### config.mk
export PLATFORM = sky130hd
export DESIGN_NAME = sha1q_quad_round
export DESIGN_NICKNAME = d
export VERILOG_FILES = /design/src/rtl/sha1q_pkg.sv /design/src/rtl/sha1q_mix.sv /design/src/rtl/sha1q_round.sv /design/src/rtl/sha1q_seq.sv /design/src/rtl/sha1q_quad_round.sv
export SDC_FILE = /design/constraint.sdc
export NUM_CORES = 1
export LEC_CHECK = 0
export BUFFER_PORTS_ARGS = -buffer_cell sky130_fd_sc_hd__buf_2
export CORE_MARGIN = 10
export CORE_UTILIZATION = 38
export CTS_BUF_LIST = sky130_fd_sc_hd__clkbuf_8 sky130_fd_sc_hd__clkbuf_16
export CTS_CLUSTER_DIAMETER = 120
export DETAILED_ROUTE_END_ITERATION = 10
export PLACE_DENSITY = 0.69
export REMOVE_ABC_BUFFERS = 1
export SLEW_MARGIN = 25
export SYNTH_ARGS = -nofsm -noshare
export SYNTH_HDL_FRONTEND = slang
export SYNTH_SLANG_ARGS = --single-unit
### constraint.sdc
create_clock -name clk -period 6.35 [get_ports clk]
set_input_delay 0.9525 -clock clk [delete_from_list [all_inputs] [get_ports clk]]
set_output_delay 0.9525 -clock clk [all_outputs]
set_load 0.05 [all_outputs]
### src/rtl/sha1q_pkg.sv
package sha1q_pkg;

  localparam int WORD_W = 32;
  localparam int LANES  = 4;
  localparam int ROT_A  = 5;
  localparam int ROT_B  = 30;

  typedef logic [WORD_W-1:0] word_t;
  typedef logic [LANES-1:0][WORD_W-1:0] vec_t;

  typedef enum logic [1:0] {
    FN_CHOOSE = 2'd0,
    FN_PARITY = 2'd1,
    FN_MAJOR  = 2'd2,
    FN_SPARE  = 2'd3
  } fn_sel_e;

  function automatic word_t rotl(input word_t x, input int unsigned n);
    return (x << n) | (x >> (WORD_W - n));
  endfunction

  function automatic word_t fn_choose(input word_t x, input word_t y, input word_t z);
    return ((y ^ z) & x) ^ z;
  endfunction

  function automatic word_t fn_parity(input word_t x, input word_t y, input word_t z);
    return x ^ y ^ z;
  endfunction

  function automatic word_t fn_major(input word_t x, input word_t y, input word_t z);
    return (x & y) | ((x | y) & z);
  endfunction

endpackage

### src/rtl/sha1q_mix.sv
module sha1q_mix
  import sha1q_pkg::*;
(
  input  logic [1:0] fsel,
  input  word_t      x,
  input  word_t      y,
  input  word_t      z,
  output word_t      f
);

  always_comb begin
    case (fn_sel_e'(fsel))
      FN_CHOOSE: f = fn_choose(x, y, z);
      FN_MAJOR:  f = fn_major(x, y, z);
      default:   f = fn_parity(x, y, z);
    endcase
  end

endmodule

### src/rtl/sha1q_round.sv
module sha1q_round
  import sha1q_pkg::*;
(
  input  logic [1:0] fsel,
  input  vec_t       st_cur,
  input  word_t      e_cur,
  input  word_t      wk_word,
  output vec_t       st_nxt,
  output word_t      e_nxt
);

  word_t f_val;
  word_t new_word;
  word_t w1_rot;

  sha1q_mix u_mix (
    .fsel (fsel),
    .x    (st_cur[1]),
    .y    (st_cur[2]),
    .z    (st_cur[3]),
    .f    (f_val)
  );

  always_comb begin
    new_word  = e_cur + rotl(st_cur[0], ROT_A) + f_val + wk_word;
    w1_rot    = rotl(st_cur[1], ROT_B);
    st_nxt[0] = new_word;
    st_nxt[1] = st_cur[0];
    st_nxt[2] = w1_rot;
    st_nxt[3] = st_cur[2];
    e_nxt     = st_cur[3];
  end

endmodule

### src/rtl/sha1q_seq.sv
module sha1q_seq #(
  parameter int NUM_ROUNDS = 4,
  localparam int IDX_W = (NUM_ROUNDS > 1) ? $clog2(NUM_ROUNDS) : 1
) (
  input  logic             clk,
  input  logic             rst_n,
  input  logic             start,
  output logic             load,
  output logic             step,
  output logic [IDX_W-1:0] round_idx,
  output logic             busy,
  output logic             done
);

  localparam logic [IDX_W-1:0] LAST_IDX = IDX_W'(NUM_ROUNDS - 1);

  logic last_round;

  assign load       = start && !busy;
  assign step       = busy;
  assign last_round = busy && (round_idx == LAST_IDX);

  always_ff @(posedge clk or negedge rst_n) begin
    if (!rst_n) begin
      busy      <= 1'b0;
      round_idx <= '0;
      done      <= 1'b0;
    end else begin
      done <= last_round;
      if (load) begin
        busy      <= 1'b1;
        round_idx <= '0;
      end else if (busy) begin
        if (last_round) begin
          busy      <= 1'b0;
          round_idx <= '0;
        end else begin
          round_idx <= round_idx + 1'b1;
        end
      end
    end
  end

  assert_done_after_last_R2: assert property (@(posedge clk) disable iff (!rst_n)
    last_round |=> done);

  assert_done_single_R2: assert property (@(posedge clk) disable iff (!rst_n)
    done |=> !done);

  assert_done_idle_R2: assert property (@(posedge clk) disable iff (!rst_n)
    done |-> !busy);

  assert_run_continues_R9: assert property (@(posedge clk) disable iff (!rst_n)
    (busy && !last_round) |=> (busy && round_idx == IDX_W'($past(round_idx) + 1'b1)));

endmodule

### src/rtl/sha1q_quad_round.sv
module sha1q_quad_round
  import sha1q_pkg::*;
#(
  parameter int NUM_ROUNDS = LANES,
  localparam int IDX_W = (NUM_ROUNDS > 1) ? $clog2(NUM_ROUNDS) : 1
) (
  input  logic         clk,
  input  logic         rst_n,
  input  logic         start_i,
  input  logic [1:0]   fsel_i,
  input  logic [127:0] abcd_i,
  input  logic [31:0]  e_i,
  input  logic [127:0] wk_i,
  output logic [127:0] abcd_o,
  output logic         done_o
);

  logic             load;
  logic             step;
  logic             busy;
  logic [IDX_W-1:0] round_idx;

  vec_t       st_q;
  word_t      e_q;
  vec_t       wk_q;
  logic [1:0] fsel_q;
  vec_t       st_d;
  word_t      e_d;
  word_t      wk_cur;

  sha1q_seq #(.NUM_ROUNDS(NUM_ROUNDS)) u_seq (
    .clk       (clk),
    .rst_n     (rst_n),
    .start     (start_i),
    .load      (load),
    .step      (step),
    .round_idx (round_idx),
    .busy      (busy),
    .done      (done_o)
  );

  assign wk_cur = wk_q[round_idx];

  sha1q_round u_round (
    .fsel    (fsel_q),
    .st_cur  (st_q),
    .e_cur   (e_q),
    .wk_word (wk_cur),
    .st_nxt  (st_d),
    .e_nxt   (e_d)
  );

  always_ff @(posedge clk or negedge rst_n) begin
    if (!rst_n) begin
      st_q   <= '0;
      e_q    <= '0;
      wk_q   <= '0;
      fsel_q <= '0;
    end else if (load) begin
      st_q   <= vec_t'(abcd_i);
      e_q    <= e_i;
      wk_q   <= vec_t'(wk_i);
      fsel_q <= fsel_i;
    end else if (step) begin
      st_q <= st_d;
      e_q  <= e_d;
    end
  end

  assign abcd_o = st_q;

  assert_hold_idle_R10: assert property (@(posedge clk) disable iff (!rst_n)
    (!busy && !start_i) |=> $stable(abcd_o));

  assert_sel_kept_R9: assert property (@(posedge clk) disable iff (!rst_n)
    busy |=> ($stable(fsel_q) && $stable(wk_q)));

  assert_e_shift_R7: assert property (@(posedge clk) disable iff (!rst_n)
    step |=> (e_q == $past(st_q[3])));

endmodule

; Word-level counts from Yosys, hierarchy flattened
; Index checks and enable logic that the tools add are counted.
[word_totals]
ff_bits = 294
out_inout_bits = 129
inputBits = 293
wordCells = 49
[classes]
mux = 13
reduce_logical = 5
eq_ne = 2
bitwise = 11
n_addsub = 4
order_cmp = 1
[op_table]
columns = op, n
row1 = 2-to-1 mux 128 bit, 2
row2 = XOR 32 bit, 4
row3 = adder 32 bit, 3
row4 = bitwise AND 32 bit, 3
row5 = 2-to-1 mux 32 bit, 3
row6 = binary-select mux 32 bit (select 2 bit), 1
row7 = OR 32 bit, 2
row8 = case mux 32 bit (2 select lines), 1
row9 = OR 32 x 30 -> 32 bit, 1
row10 = OR 32 x 5 -> 32 bit, 1
row11 = 2-to-1 mux 2 bit, 3
row12 = "== test 2 bit, second input constant", 2
row13 = "less-than comparator 2 x 3 -> 1 bit, second input constant", 1
row14 = 2-to-1 mux 1 bit, 3
row15 = "adder 2 x 1 -> 2 bit, second input constant", 1
row16 = logical AND 1 bit, 2
row17 = zero test 2 bit, 1
row18 = nonzero test 2 bit, 1
row19 = zero test 1 bit, 1

; Longest topological paths before layout
[depth]
word_depth = 8
ltp_mapped = 20
mapped_depth_nobuf = 19

; Hierarchy
; Synthesis repeated with hierarchy kept, for this count alone.
[hier_totals]
hier_cells = 1935
hier_area_um2 = 20280.7
[modules_own_cells]
columns = module, area_per_inst_um2, cells_per_inst, n_inst, seq_area_each_um2
row1 = sha1q_quad_round, 13066.3, 1007, 1, 7257.0
row2 = sha1q_round, 4420.5, 580, 1, 0.0
row3 = sha1q_mix, 2621.3, 334, 1, 0.0
row4 = sha1q_seq, 172.7, 14, 1, 100.1

; Least setup slack after synthesis
; OpenSTA, ideal clock, no wires.
[synth_timing]
path_type = register to register
from = register st_q, in the netlist abcd_o[33]
to = register st_q, in the netlist abcd_o[19]
synth_period_minus_slack_ns = 4.779
setup_slack_ns = 1.571
setup_time_ns = 0.137
path_buffers = 0
t_required_ns = 6.213
t_arrival_ns = 4.642
stages_incl_launch_ff = 18
path_cell_list = dfrtp_1 inv_1 ha_1 xor2_1 a221oi_1 fa_1 inv_1 fa_1 ha_1 fa_1 a21oi_1 nor2_1 o31ai_1 nand3_1 a21boi_1 o21bai_1 a2111oi_0 nor3b_1
[synth_via]
elab_chain_len = 8
elab_cells_between_ends = 13
cone_classes = 2 x add/sub / 3 x mux / 8 x bitwise
[synth_rtl]
columns = element, line_no
row1 = "start, declared", sha1q_quad_round.sv:23  ; vec_t st_q;
row2 = "start signal, assigned", sha1q_quad_round.sv:60  ; st_q <= vec_t'(abcd_i);
row3 = "start signal, assigned", sha1q_quad_round.sv:65  ; st_q <= st_d;
row4 = OR 32 bit, sha1q_pkg.sv:31  ; return (x & y) | ((x | y) & z);
row5 = bitwise AND 32 bit, sha1q_pkg.sv:31
row6 = OR 32 bit, sha1q_pkg.sv:31
row7 = case mux 32 bit (2 select lines) *, sha1q_mix.sv:12  ; case (fn_sel_e'(fsel))
row8 = adder 32 bit * (2 in a row), sha1q_round.sv:25  ; new_word = e_cur + rotl(st_cur[0], ROT_A) + f_val + wk_word;
row9 = 2-to-1 mux 128 bit *, sha1q_quad_round.sv:64  ; end else if (step) begin
row10 = 2-to-1 mux 128 bit *, sha1q_quad_round.sv:59  ; end else if (load) begin
; Every way passes the cells marked *; elsewhere a longest branch is shown, timed or not. The select of a mux whose other input is x is not followed.
; A chain may end at the register's enable or synchronous reset.

; Final worst setup path
[layout_timing]
from = register fsel_q[0]
to = register st_q, in the netlist abcd_o[19]
[layout_via]
elab_chain_len = 6
elab_cells_between_ends = 7
cone_classes = 2 x add/sub / 1 x eq/ne / 3 x mux / 1 x reduce/logical
[layout_rtl]
columns = element, line_no
row1 = "start, declared", sha1q_quad_round.sv:26  ; logic [1:0] fsel_q;
row2 = "start signal, assigned", sha1q_quad_round.sv:63  ; fsel_q <= fsel_i;
row3 = == test 2 bit or zero test 2 bit (tied branches), sha1q_mix.sv:12
row4 = case mux 32 bit (2 select lines) *, sha1q_mix.sv:12
row5 = adder 32 bit * (2 in a row), sha1q_round.sv:25
row6 = 2-to-1 mux 128 bit *, sha1q_quad_round.sv:64
row7 = 2-to-1 mux 128 bit *, sha1q_quad_round.sv:59
; Marks and branches as above.

==> metrics.md <==
| Metric | Value |
|---|---|
| EDFF count, synth | `0` |
| Num rows | `81` |
| CTS tree | `yes` |
| Number of CTS-inserted buffers | `37` |
| Syn Area/Cell | `10.62 sq um` |
| Placed instance count | `2766` |
| WP data arrival | `5530 ps` |
| Buf/Inv on CP | `1` |
| First-pass GRT wire length | `about 90000 um` |
| Largest family of logic cells by synthesized area | `multiplexers` |
| Fin cells | `2835` |
| Setup repair bufs after CTS | `0` |
| Worst path max stage delay | `600 ps` |
| Pre-CTS WS | `1167 ps` |
| CP most frequent cell | `fa_1` |
| Final hold vios | `0` |
| Synth Area in Compound Gates | `9.860%` |
| Synth Flop Type | `dfrtp_1` |
| RSZ-0062 raised after global routing | `no` |
| Crit end category | `register` |
| Post_cts resized | `0` |
| Critical Path Source Type | `register` |
| Synth warn | `0` |
| Clock Path Buffers | `3` |
| Distinct cells, synth | `61` |
| Fraction of synthesized area in multiplexers | `21.66%` |
| Final setup viols | `0` |
| WS Path Type | `register to register` |
| Setup ws final | `between 1000 and 1500 ps` |
| Worst-path fanout max | `17` |
| Slew Viols, Final | `0` |
| Final core utilization | `46.50%` |
| # IOs | `422` |
| Post-route DRC violation count | `0` |
| Chip width | `241.6 um` |
| Vias per cell | `5.085` |
| Req. time, crit path | `between 6000 and 7000 ps` |
| Cell area after synthesis | `approximately 19000 sq um` |
| Worst Tran Pin Value | `944.6 ps` |
| Share of post-route cells with drive strength above 1 | `32.24%` |
| CP startpoint | `fsel_q[0]` |
| PortBufs | `around 420` |
| Total GRT Usage | `20.19%` |
| Max-cap viol count | `0` |
| Vias in the first global route | `around 15000` |
| Drt pass-1 iters | `5` |
| Routed wire length | `60030 um` |
| Vias | `14420` |
| Largest net degree at the start of global routing | `128` |
| Post-Synth Simple-Gate Area | `6.654%` |
| Aggregate global routing overflow | `0` |
| 1st-iter DRT viols | `819` |
| Post-synth ARST share | `100.0%` |
| Worst-path clk slew | `60 ps` |
| Clock Tree Root | `clkbuf_16` |
| Detailed placement HPWL | `45340 um` |
| Worst clock skew | `between 15 and 20 ps` |
| Layout Nets | `between 2000 and 3000` |
| Maximum clock rate | `195.1 MHz` |
| Die Ht | `241.6 um` |
| Fillcell total | `around 4600` |
| Final period utilization | `80.72%` |
| Status | `finished, final reports clean` |
| Cells after synthesis | `1757` |
| Starting density of the core | `a little under two fifths` |
| Clock tree sinks | `294` |
| GPL Wtd Cong | `0.8438` |
| #FFs+latches synth | `294` |
| CP delay by family, top | `compound AO/OA/AOI/OAI gates` |
| Crit-path slowest cell | `dfrtp_2` |
| Die area | `58350 sq um` |
| Post-Synth Adder-Cell Area | `13.09%` |
| Post-Synth XOR/XNOR Area | `2.629%` |
| Core Region | `48750 sq um` |
| Post-layout min period | `5126 ps` |
| FF-to-FF Start | `fsel_q[0]` |
| Hold Crit Class | `input port to async pin` |
| Post-DRT Antenna Nets | `0` |
| Hold Buf Count CTS | `0` |
| Part of the Yosys area used for sequential elements | `39.44%` |
| Initial antenna violation count | `14` |
| Syn-to-layout area delta | `21.51%` |
| Routed wire per std cell | `21.18 um` |
| Skew-Pair Late Insertion Delay | `550 ps` |
| Worst-path cell chain | `nand2b_2, nor2_1, a221oi_1, fa_1, inv_1, fa_1, ha_1, fa_1, a21oi_1, nor2_1, o31ai_1, nand3_1, a21boi_1, o21bai_1, a2111oi_0, nor3b_1` |
| Rel. slew slack | `37.03%` |
| Max H-tree Level | `2` |
## metal layers
metal | part of all wire [%] | GRT usage (%)
met5 | 0.20 | 0
met4 | 2.5 | 6.440
met3 | 6.7 | 5.170
met2 | 48 | 32.94
met1 | 43 | 25.75
## Yosys cell counts, types with 21 or more instances
cell	instances	area share, %
a21oi_1	49	1.3
ha_1	96	6.4
nor2b_1	21	0.70
inv_1	233	4.7
a221oi_1	30	1.4
o21ai_0	157	4.2
xnor2_1	32	1.5
clkbuf_1	56	1.1
mux4_2	32	3.9
mux2i_1	164	8.8
dfrtp_1	294	39
nor2_1	31	0.62
buf_2	21	0.56
fa_1	62	6.7
xor2_1	24	1.1
mux2_2	149	9.0
nand2_1	176	3.5
## path summary, 6_finish.rpt
kind | end | slack (ps) | cells past startpoint
hold reg to reg | wk_q[89] | 500 | 1
setup reg to reg | abcd_o[19] | 1220 | 16
max in group asynchronous | u_seq.busy | 4350 | 2
setup / recovery | abcd_o[19] | 1220 | 16
hold / removal | wk_q[78] | 420 | 1
min in group clk | wk_q[89] | 500 | 1
## metrics by stage
| step | setup TNS (ps) | area [sq um] | hold WS, ps |
|---|---|---|---|
| floorplan | -884990 | 18290 | 475.5 |
| global placement | 0 | 21390 | 484.9 |
| detailed placement | 0 | 21390 | 490.8 |
| CTS | 0 | 22650 | 467.9 |
| global route | 0 | 22660 | 454.4 |
| finish | 0 | 22670 | 424.3 |
## cells in the final DEF (no fill, tap or decap), types with 9 or more instances in the layout
cell       Yosys  layout
a221oi_1      30      30
xor2_1        24      24
fa_1          62      62
buf_2         21     419
nor2b_1       21      20
clkbuf_16      0      37
xnor2_1       32      32
inv_1        233     242
dfrtp_1      294     290
buf_4          1      10
mux2i_1      164     164
nand2_1      176     176
nand3_1        9       9
a21oi_1       49      49
mux2_2       149     149
nor2_1        31      30
nor3_1        18      18
ha_1          96      96
mux4_2        32      32
o21ai_0      157     157
## cell families (layout without fill, tap and decap cells)
kind of cell	after synthesis	after routing
buffers and inverters	323	734
multiplexers	345	345
flip-flops	294	294
AO/OA/AOI/OAI	301	301
other	0	3
XOR/XNOR	56	56
AND/OR/NAND/NOR	280	280
adder cells (fa/ha/maj)	158	158
## final cells by class
class,count,area (sq um),share of cell area (%)
timing repair buffer,434,2253,9.942
tap,664,830.8,3.665
antenna,3,7.507,0.03312
sequential,294,7365,32.49
inverter,234,878.3,3.875
clock buffer,44,1022,4.510
multi-input combinational,1140,10070,44.43
clock inverter,22,237.7,1.049
## registers in the layout, indices dropped and copies added, names as in the netlist
name	count
abcd_o	128
fsel_q	2
u_seq.round_idx	2
wk_q	128
e_q	32
u_seq.done	1
u_seq.busy	1
Power is left out: the tool's default activity adds up to more than one toggle a clock period on the data nets, which glitch-free logic cannot reach.
